**src/rtl/pxmux_pkg.sv**
```systemverilog
package pxmux_pkg;

   // Where the colour of a pixel comes from.
   typedef enum logic {
      SRC_PALETTE = 1'b0,
      SRC_DIRECT  = 1'b1
   } pix_src_e;

   // Raster markers travelling with each pixel.
   typedef struct packed {
      logic sol;
      logic eof;
   } pix_mark_t;

endpackage

```
**src/rtl/pxmux_tag_decode.sv**
```systemverilog
module pxmux_tag_decode
   import pxmux_pkg::*;
#(
   parameter int          WORD_W        = 32,
   parameter int          TAG_W         = 8,
   parameter logic [7:0]  DIRECT_TAG    = 8'h03,
   parameter bit          TAG_LANE_SWAP = 1'b0
) (
   input  logic [WORD_W-1:0] ctrl_word,
   output pix_src_e          src
);

   logic [TAG_W-1:0] tag;
   wire unused_ctrl = ^ctrl_word;

   generate
      if (TAG_LANE_SWAP) begin : g_le_lanes
         // bus presents memory byte 0 in the low lane
         assign tag = ctrl_word[TAG_W-1:0];
      end else begin : g_be_lanes
         // memory byte 0 is the most significant byte of the word
         assign tag = ctrl_word[WORD_W-1 -: TAG_W];
      end
   endgenerate

   assign src = (tag == TAG_W'(DIRECT_TAG)) ? SRC_DIRECT : SRC_PALETTE;

endmodule

```
**src/rtl/pxmux_pos_cnt.sv**
```systemverilog
module pxmux_pos_cnt
   import pxmux_pkg::*;
#(
   parameter int MAX_WIDTH  = 1024,
   parameter int MAX_HEIGHT = 1024,
   localparam int XW = $clog2(MAX_WIDTH + 1),
   localparam int YW = $clog2(MAX_HEIGHT + 1)
) (
   input  logic          clk,
   input  logic          rst_n,
   input  logic          step,
   input  logic [XW-1:0] cfg_width,
   input  logic [YW-1:0] cfg_height,
   output pix_mark_t     mark
);

   logic [XW-1:0] pos_x;
   logic [YW-1:0] pos_y;
   logic          row_last;
   logic          col_last;

   assign row_last = (pos_x == cfg_width  - XW'(1));
   assign col_last = (pos_y == cfg_height - YW'(1));

   always_ff @(posedge clk or negedge rst_n) begin
      if (!rst_n) begin
         pos_x <= '0;
         pos_y <= '0;
      end else if (step) begin
         if (row_last) begin
            pos_x <= '0;
            pos_y <= col_last ? '0 : pos_y + YW'(1);
         end else begin
            pos_x <= pos_x + XW'(1);
         end
      end
   end

   assign mark.sol = (pos_x == '0);
   assign mark.eof = row_last && col_last;


   pos_in_row_chk: assert property (@(posedge clk) disable iff (!rst_n)
      (cfg_width != '0) |-> (pos_x < cfg_width));


   frame_wrap_chk: assert property (@(posedge clk) disable iff (!rst_n)
      (step && mark.eof) |=> (pos_x == '0 && pos_y == '0));

endmodule

```
**src/rtl/pxmux_out_stage.sv**
```systemverilog
module pxmux_out_stage
   import pxmux_pkg::*;
#(
   parameter int RGB_W = 24
) (
   input  logic             clk,
   input  logic             rst_n,
   input  logic             load,
   input  logic             out_ready,
   input  pix_src_e         src,
   input  logic [RGB_W-1:0] direct_rgb,
   input  pix_mark_t        mark,
   input  logic [RGB_W-1:0] pal_rgb,
   output logic             stage_free,
   output logic             out_valid,
   output logic [RGB_W-1:0] out_rgb,
   output logic             out_sol,
   output logic             out_eof
);

   logic             s_valid;
   pix_src_e         s_src;
   logic [RGB_W-1:0] s_rgb;
   pix_mark_t        s_mark;

   assign stage_free = !s_valid || out_ready;

   always_ff @(posedge clk or negedge rst_n) begin
      if (!rst_n) begin
         s_valid <= 1'b0;
         s_src   <= SRC_PALETTE;
         s_rgb   <= '0;
         s_mark  <= '0;
      end else if (load) begin
         s_valid <= 1'b1;
         s_src   <= src;
         s_rgb   <= direct_rgb;
         s_mark  <= mark;
      end else if (out_ready) begin
         s_valid <= 1'b0;
      end
   end

   // palette data arrives in the cycle after the read, aligned with s_*
   assign out_valid = s_valid;
   assign out_rgb   = (s_src == SRC_DIRECT) ? s_rgb : pal_rgb;
   assign out_sol   = s_mark.sol;
   assign out_eof   = s_mark.eof;

endmodule

```
**src/rtl/pxmux_direct_index.sv**
```systemverilog
module pxmux_direct_index
   import pxmux_pkg::*;
#(
   parameter int         MAX_WIDTH     = 1024,
   parameter int         MAX_HEIGHT    = 1024,
   parameter int         LINE_STRIDE   = 1024,
   parameter int         WORD_W        = 32,
   parameter int         TAG_W         = 8,
   parameter int         IDX_W         = 8,
   parameter int         CH_W          = 8,
   parameter logic [7:0] DIRECT_TAG    = 8'h03,
   parameter bit         TAG_LANE_SWAP = 1'b0
) (
   input  logic                                  clk,
   input  logic                                  rst_n,
   input  logic [$clog2(MAX_WIDTH + 1)-1:0]      cfg_width,
   input  logic [$clog2(MAX_HEIGHT + 1)-1:0]     cfg_height,
   input  logic                                  in_valid,
   output logic                                  in_ready,
   input  logic [IDX_W-1:0]                      in_index,
   input  logic [WORD_W-1:0]                     in_direct,
   input  logic [WORD_W-1:0]                     in_ctrl,
   output logic                                  pal_rd_en,
   output logic [IDX_W-1:0]                      pal_rd_addr,
   input  logic [3*CH_W-1:0]                     pal_rd_data,
   output logic                                  out_valid,
   input  logic                                  out_ready,
   output logic [3*CH_W-1:0]                     out_rgb,
   output logic                                  out_sol,
   output logic                                  out_eof
);

   localparam int RGB_W = 3 * CH_W;

   generate
      if (RGB_W + TAG_W > WORD_W) begin : g_bad_word
         $error("direct colour and tag do not fit in one plane word");
      end
      if (MAX_WIDTH < 1 || MAX_WIDTH > LINE_STRIDE) begin : g_bad_width
         $error("visible width must lie between 1 and the row pitch");
      end
      if (MAX_HEIGHT < 1) begin : g_bad_height
         $error("visible height must be at least 1");
      end
      if (TAG_W != 8) begin : g_bad_tag
         $error("tag is one byte wide");
      end
   endgenerate

   pix_src_e         src;
   pix_mark_t        mark;
   logic             accept;
   logic             stage_free;
   wire              unused_direct = ^in_direct;

   assign in_ready    = stage_free;
   assign accept      = in_valid && stage_free;
   assign pal_rd_en   = accept;
   assign pal_rd_addr = in_index;

   pxmux_tag_decode #(
      .WORD_W        (WORD_W),
      .TAG_W         (TAG_W),
      .DIRECT_TAG    (DIRECT_TAG),
      .TAG_LANE_SWAP (TAG_LANE_SWAP)
   ) u_tag (
      .ctrl_word (in_ctrl),
      .src       (src)
   );

   pxmux_pos_cnt #(
      .MAX_WIDTH  (MAX_WIDTH),
      .MAX_HEIGHT (MAX_HEIGHT)
   ) u_pos (
      .clk        (clk),
      .rst_n      (rst_n),
      .step       (accept),
      .cfg_width  (cfg_width),
      .cfg_height (cfg_height),
      .mark       (mark)
   );

   pxmux_out_stage #(
      .RGB_W (RGB_W)
   ) u_out (
      .clk        (clk),
      .rst_n      (rst_n),
      .load       (accept),
      .out_ready  (out_ready),
      .src        (src),
      .direct_rgb (in_direct[RGB_W-1:0]),
      .mark       (mark),
      .pal_rgb    (pal_rd_data),
      .stage_free (stage_free),
      .out_valid  (out_valid),
      .out_rgb    (out_rgb),
      .out_sol    (out_sol),
      .out_eof    (out_eof)
   );


   hold_under_stall_chk: assert property (@(posedge clk) disable iff (!rst_n)
      (out_valid && !out_ready) |=>
         (out_valid && $stable(out_rgb) && $stable(out_sol) && $stable(out_eof)));


   read_then_present_chk: assert property (@(posedge clk) disable iff (!rst_n)
      pal_rd_en |=> out_valid);


   no_read_on_stall_chk: assert property (@(posedge clk) disable iff (!rst_n)
      (out_valid && !out_ready) |-> !pal_rd_en);

endmodule

```
**config.mk**
```make
export PLATFORM = sky130hd
export DESIGN_NAME = pxmux_direct_index
export DESIGN_NICKNAME = d
export VERILOG_FILES = /design/src/rtl/pxmux_pkg.sv /design/src/rtl/pxmux_tag_decode.sv /design/src/rtl/pxmux_pos_cnt.sv /design/src/rtl/pxmux_out_stage.sv /design/src/rtl/pxmux_direct_index.sv
export SDC_FILE = /design/constraint.sdc
export NUM_CORES = 1
export LEC_CHECK = 0
export ABC_CLOCK_PERIOD_IN_PS = 4050
export CAP_MARGIN = 15
export CORE_AREA = 3 3 117 119
export CTS_CLUSTER_DIAMETER = 150
export DETAILED_ROUTE_END_ITERATION = 16
export DIE_AREA = 0 0 120 122
export PLACE_DENSITY = 0.61
export SLEW_MARGIN = 10
export SYNTH_ARGS = -nofsm -noshare
export SYNTH_HDL_FRONTEND = slang
export SYNTH_HIERARCHICAL = 1
export SYNTH_SLANG_ARGS = --single-unit
```
**constraint.sdc**
```tcl
create_clock -name clk -period 4.05 [get_ports clk]
set_input_delay 0.405 -clock clk [delete_from_list [all_inputs] [get_ports clk]]
set_output_delay 0.405 -clock clk [all_outputs]
set_load 0.1 [all_outputs]
```
==> impl.org <==
** Layout
- Layout cell share with drive strength beyond 1 :: 24.8%
- Once layout is done, the placed cells without fillers occupy 4880 um^2.
- Top library cells by usage in the layout, fill and taps aside :: sky130_fd_sc_hd__clkdlybuf4s50_1, sky130_fd_sc_hd__dfrtp_1, sky130_fd_sc_hd__mux2_4
- Most common library cell in the layout ignoring fill and taps :: sky130_fd_sc_hd__clkdlybuf4s50_1
- At the end of the flow, the number of nets in the layout was 566.
- Utilization of the core after routing :: 38.5%
- Fillers :: 1263
- The repair_antennas step left the layout with diodes totalling 0.
- Compared with the post-synthesis result, the final layout area differs by 33.4%.
- For this run, the number of standard cells in the final layout without fillers is 612.

** Synth
- Counting flops with an async set or reset pin after synthesis yields a share of 100%.
- Synthesis produced a netlist whose cell count is 345.
- After Yosys synthesis, full adders, half adders and majority gates account for 1.71% of the synthesized area.
- Summing the areas of all compound-gate instances in the mapped netlist gives 13.0% of the synthesized area.
- Dominant combinational cell family by area after synthesis :: multiplexers
- Netlist area before placement :: 3660 um^2
- Area share of xor/xnor cells in the synthesized design :: 6.70%
- Most used flip-flop cell after synthesis :: sky130_fd_sc_hd__dfrtp_1
- Total number of yosys warnings :: 6
- Net count of the mapped netlist :: 472
- Sequential fraction of the synthesis area :: 34.2%
- Summing the areas of all and, or, nand and nor instances in the mapped netlist gives 18.1% of the synthesized area.
- A synthesized cell averages 10.6 um^2.
- Post-synth EDFFs :: 0
- Multiplexer cells account for 19.9% of the synthesized area.
- In this run, distinct cell masters in the synthesized netlist total 60.
- Synthesis inferred 50 register bits.

** CTS
- The clock drives 50 sinks.
- The number of clock buffers added by TritonCTS is 5.
- Quantity of gates resized following cts :: 0
- Hold buffer count at CTS :: 0
- Clock latency on the worst-skew pair :: 0.29 ns
- Clock root buffer :: sky130_fd_sc_hd__clkbuf_16
- TritonCTS clock tree :: yes
- Post-CTS setup buffer count :: 0
- CTS clock-pin slew for the worst setup and hold paths :: 0.07 ns
- CTS built an H-tree with a depth of 2.
- No sink is reached through more buffers than the 2 on the longest clock path.

** Critical path
- STA classifies the critical path startpoint as an input port.
- Signal arrival time at the worst endpoint :: 3.62 ns
- Type of the worst setup path :: in -> reg
- Kind of end point of the critical path :: flop
- Worst-path fanout max :: 12
- Endpoint required time on the critical path :: 4.21 ns

** Power and ir drop
- Summed over all cells, the static leakage comes to 1.97 nW.
- Power spread over the standard cell area amounts to 325 nW/um^2.
- The worst-case IR drop observed on VDD is 188 uV.

** GRT
- Maximum number of pins on one net before global-route repair :: 51
- GRT Residual Overflow :: 0
- The first global-routing pass estimated 14.1 mm of wire.
- Global routing used 2.69% of the available met3 tracks.
- Fraction of met2 tracks used by global routing :: 19.4%
- Global routing consumed, over all layers together, 11.5% of the routing resources.
- GRT Max-Usage Layer :: met2
- Initial antenna violation count :: 0
- Met1 routing resource usage after global routing :: 15.0%
- The number of global-route vias before repair is 2968.

** Route
- The routed layout has 2960 vias.
- Wires add up to 8.65 mm.
- Number of DRC markers after the initial detailed-route iteration :: 134
- DRC violation count after routing :: 0
- In the routed layout, each cell is associated on average with a via count of 4.84.
- Remaining antenna violation count after routing :: 0
- Avg WL per Cell :: 14.1 um
- Number of detailed-route iterations in the first pass :: 4

** Floorplan
- Horiz. Die Dim :: 120 um
- For this configuration, the core starts out at a cell density of 28.9%.
- The core region is 12700 um^2.
- The die is 122 um tall.
- Row count :: 41
- The die covers 14600 um^2.
- IO Count :: 159

** Timing
- Setup violations remaining at the end of the flow were counted as 0.
- F_max :: 0.289 GHz
- Final setup slack of the worst path :: 0.588 ns
- After layout, the worst path uses 85.5% of the clock period.
- The number of hold violations in the final report came to 0.
- Setup repair after global routing left no endpoint under its margin.
- Rel. slew slack :: 31.0%
- The worst path in the final design needs a cycle of 3.46 ns, including I/O delays and setup.
- For the final database, setup skew stands at 0.00698 ns.
- Slew at the pin closest to its max-slew limit :: 1.03 ns
- Final-report max-slew violation count :: 0
- Post-route setup TNS :: 0 ns

** Job
- Number of max-capacitance violations reported :: 0

** Placement
- OpenSTA, run right after detailed placement, puts the worst setup slack at 0.289 ns.
- After legalization and detailed placement, the total HPWL measured 6.64 mm.
- Final Wtd Congestion :: 0.782
- Post-Place Cell Area :: 4730 um^2
- Number of placed cells counting well taps :: 604
- Port Buf Inserts :: 110

** Worst hold path
- Worst Hold Class :: in -> async

** Run status
- The run finished with clean final reports.
==> cells in the mapped netlist (all sizes together) (2+ instances only) <==
master,number,area [um^2]
a211oi,2,15.0
a21oi,4,20.0
a2bb2oi,8,114
and2,3,18.8
and3,6,37.5
buf,15,156
clkbuf,11,41.3
dfrtp,50,1250
ha,5,62.6
inv,11,41.3
mux2,51,717
nand2,21,81.3
nand2b,5,31.3
nand3,19,95.1
nand3b,2,15.0
nand4,3,18.8
nor2,17,63.8
nor3,6,30.0
nor3b,4,30.0
nor4,9,62.6
nor4b,2,17.5
o2111a,2,23.8
o2111ai,2,17.5
o211ai,2,15.0
o21ai,18,90.1
o311a,2,20.0
o31ai,8,60.1
or2,2,12.5
or3,2,12.5
or3b,7,63.8
or4,3,26.3
xnor2,21,184
xor2,7,61.3
==> area by class of cell <==
cell class / count / area, um^2 / area share, %
Multi-Input combinational cell: 258 / 2170 / 44.5
Sequential cell: 50 / 1250 / 25.6
Timing Repair Buffer: 113 / 1060 / 21.6
Tap cell: 172 / 215 / 4.41
Clock buffer: 5 / 125 / 2.56
Inverter: 11 / 41.3 / 0.846
Clock inverter: 3 / 23.8 / 0.487
==> per-stage QoR <==
stage / total power (W) / hold WS [ns]
after detailed placement: 0.00118 / 0.495
after global placement: 0.00117 / 0.498
final: 0.00159 / 0.211
after floorplan: 0.00105 / 0.109
after CTS: 0.00161 / 0.256
after global routing: 0.00168 / 0.300
==> worst paths after layout <==
kind,start,to,cells after the start,slack (ns)
max in group asynchronous,rst_n,u_out/s_rgb[18],2,3.39
min,rst_n,u_out/out_valid,2,0.21
max,cfg_width[0],u_pos/pos_y[2],10,0.59
min in group clk,u_out/out_eof,u_out/out_eof,1,0.51
min reg2reg,u_out/out_eof,u_out/out_eof,1,0.51
max reg2reg,u_pos/pos_x[6],u_pos/pos_y[2],7,1.42
==> where the power goes <==
group	switching, W	internal (W)	total, W
combinational	0.000271	0.000250	0.000521
sequential	0.0000804	0.000567	0.000647
clock	0.000189	0.000231	0.000420
==> state kept, by name (all words and copies together) (netlist names) <==
signal,flops
u_pos/pos_y,11
u_out/s_src,1
u_out/s_rgb,24
u_pos/pos_x,11
u_out/out_eof,1
u_out/out_valid,1
u_out/out_sol,1
==> worst max-delay path, cell delays in order <==
cell and delay (ns):
sky130_fd_sc_hd__clkdlybuf4s50_1 0.51, sky130_fd_sc_hd__inv_1 0.10, sky130_fd_sc_hd__ha_1 0.29, sky130_fd_sc_hd__or3b_1 0.39, sky130_fd_sc_hd__or4_4 0.50, sky130_fd_sc_hd__a2111oi_4 0.40
sky130_fd_sc_hd__o2111ai_1 0.19, sky130_fd_sc_hd__or3b_4 0.52, sky130_fd_sc_hd__a22oi_1 0.21, sky130_fd_sc_hd__o21ai_0 0.10
==> cell families (layout without fill, tap and decap cells) <==
group / after synthesis / after routing
and+or+nand+nor: 116 / 116
AOI/OAI and AO/OA: 57 / 57
muxes: 52 / 52
DFF: 50 / 50
buffers and inverters: 37 / 132
xor gates and xnor gates: 28 / 28
adders and majority gates: 5 / 5
==> routing by layer <==
layer | wire length, um | part of all wire [%]
met1 | 3830 | 44
met2 | 4290 | 50
met3 | 479 | 5.5
met4 | 45 | 0.52
met5 | 0 | 0
No activity file was read; power rests on OpenSTA's default activity.
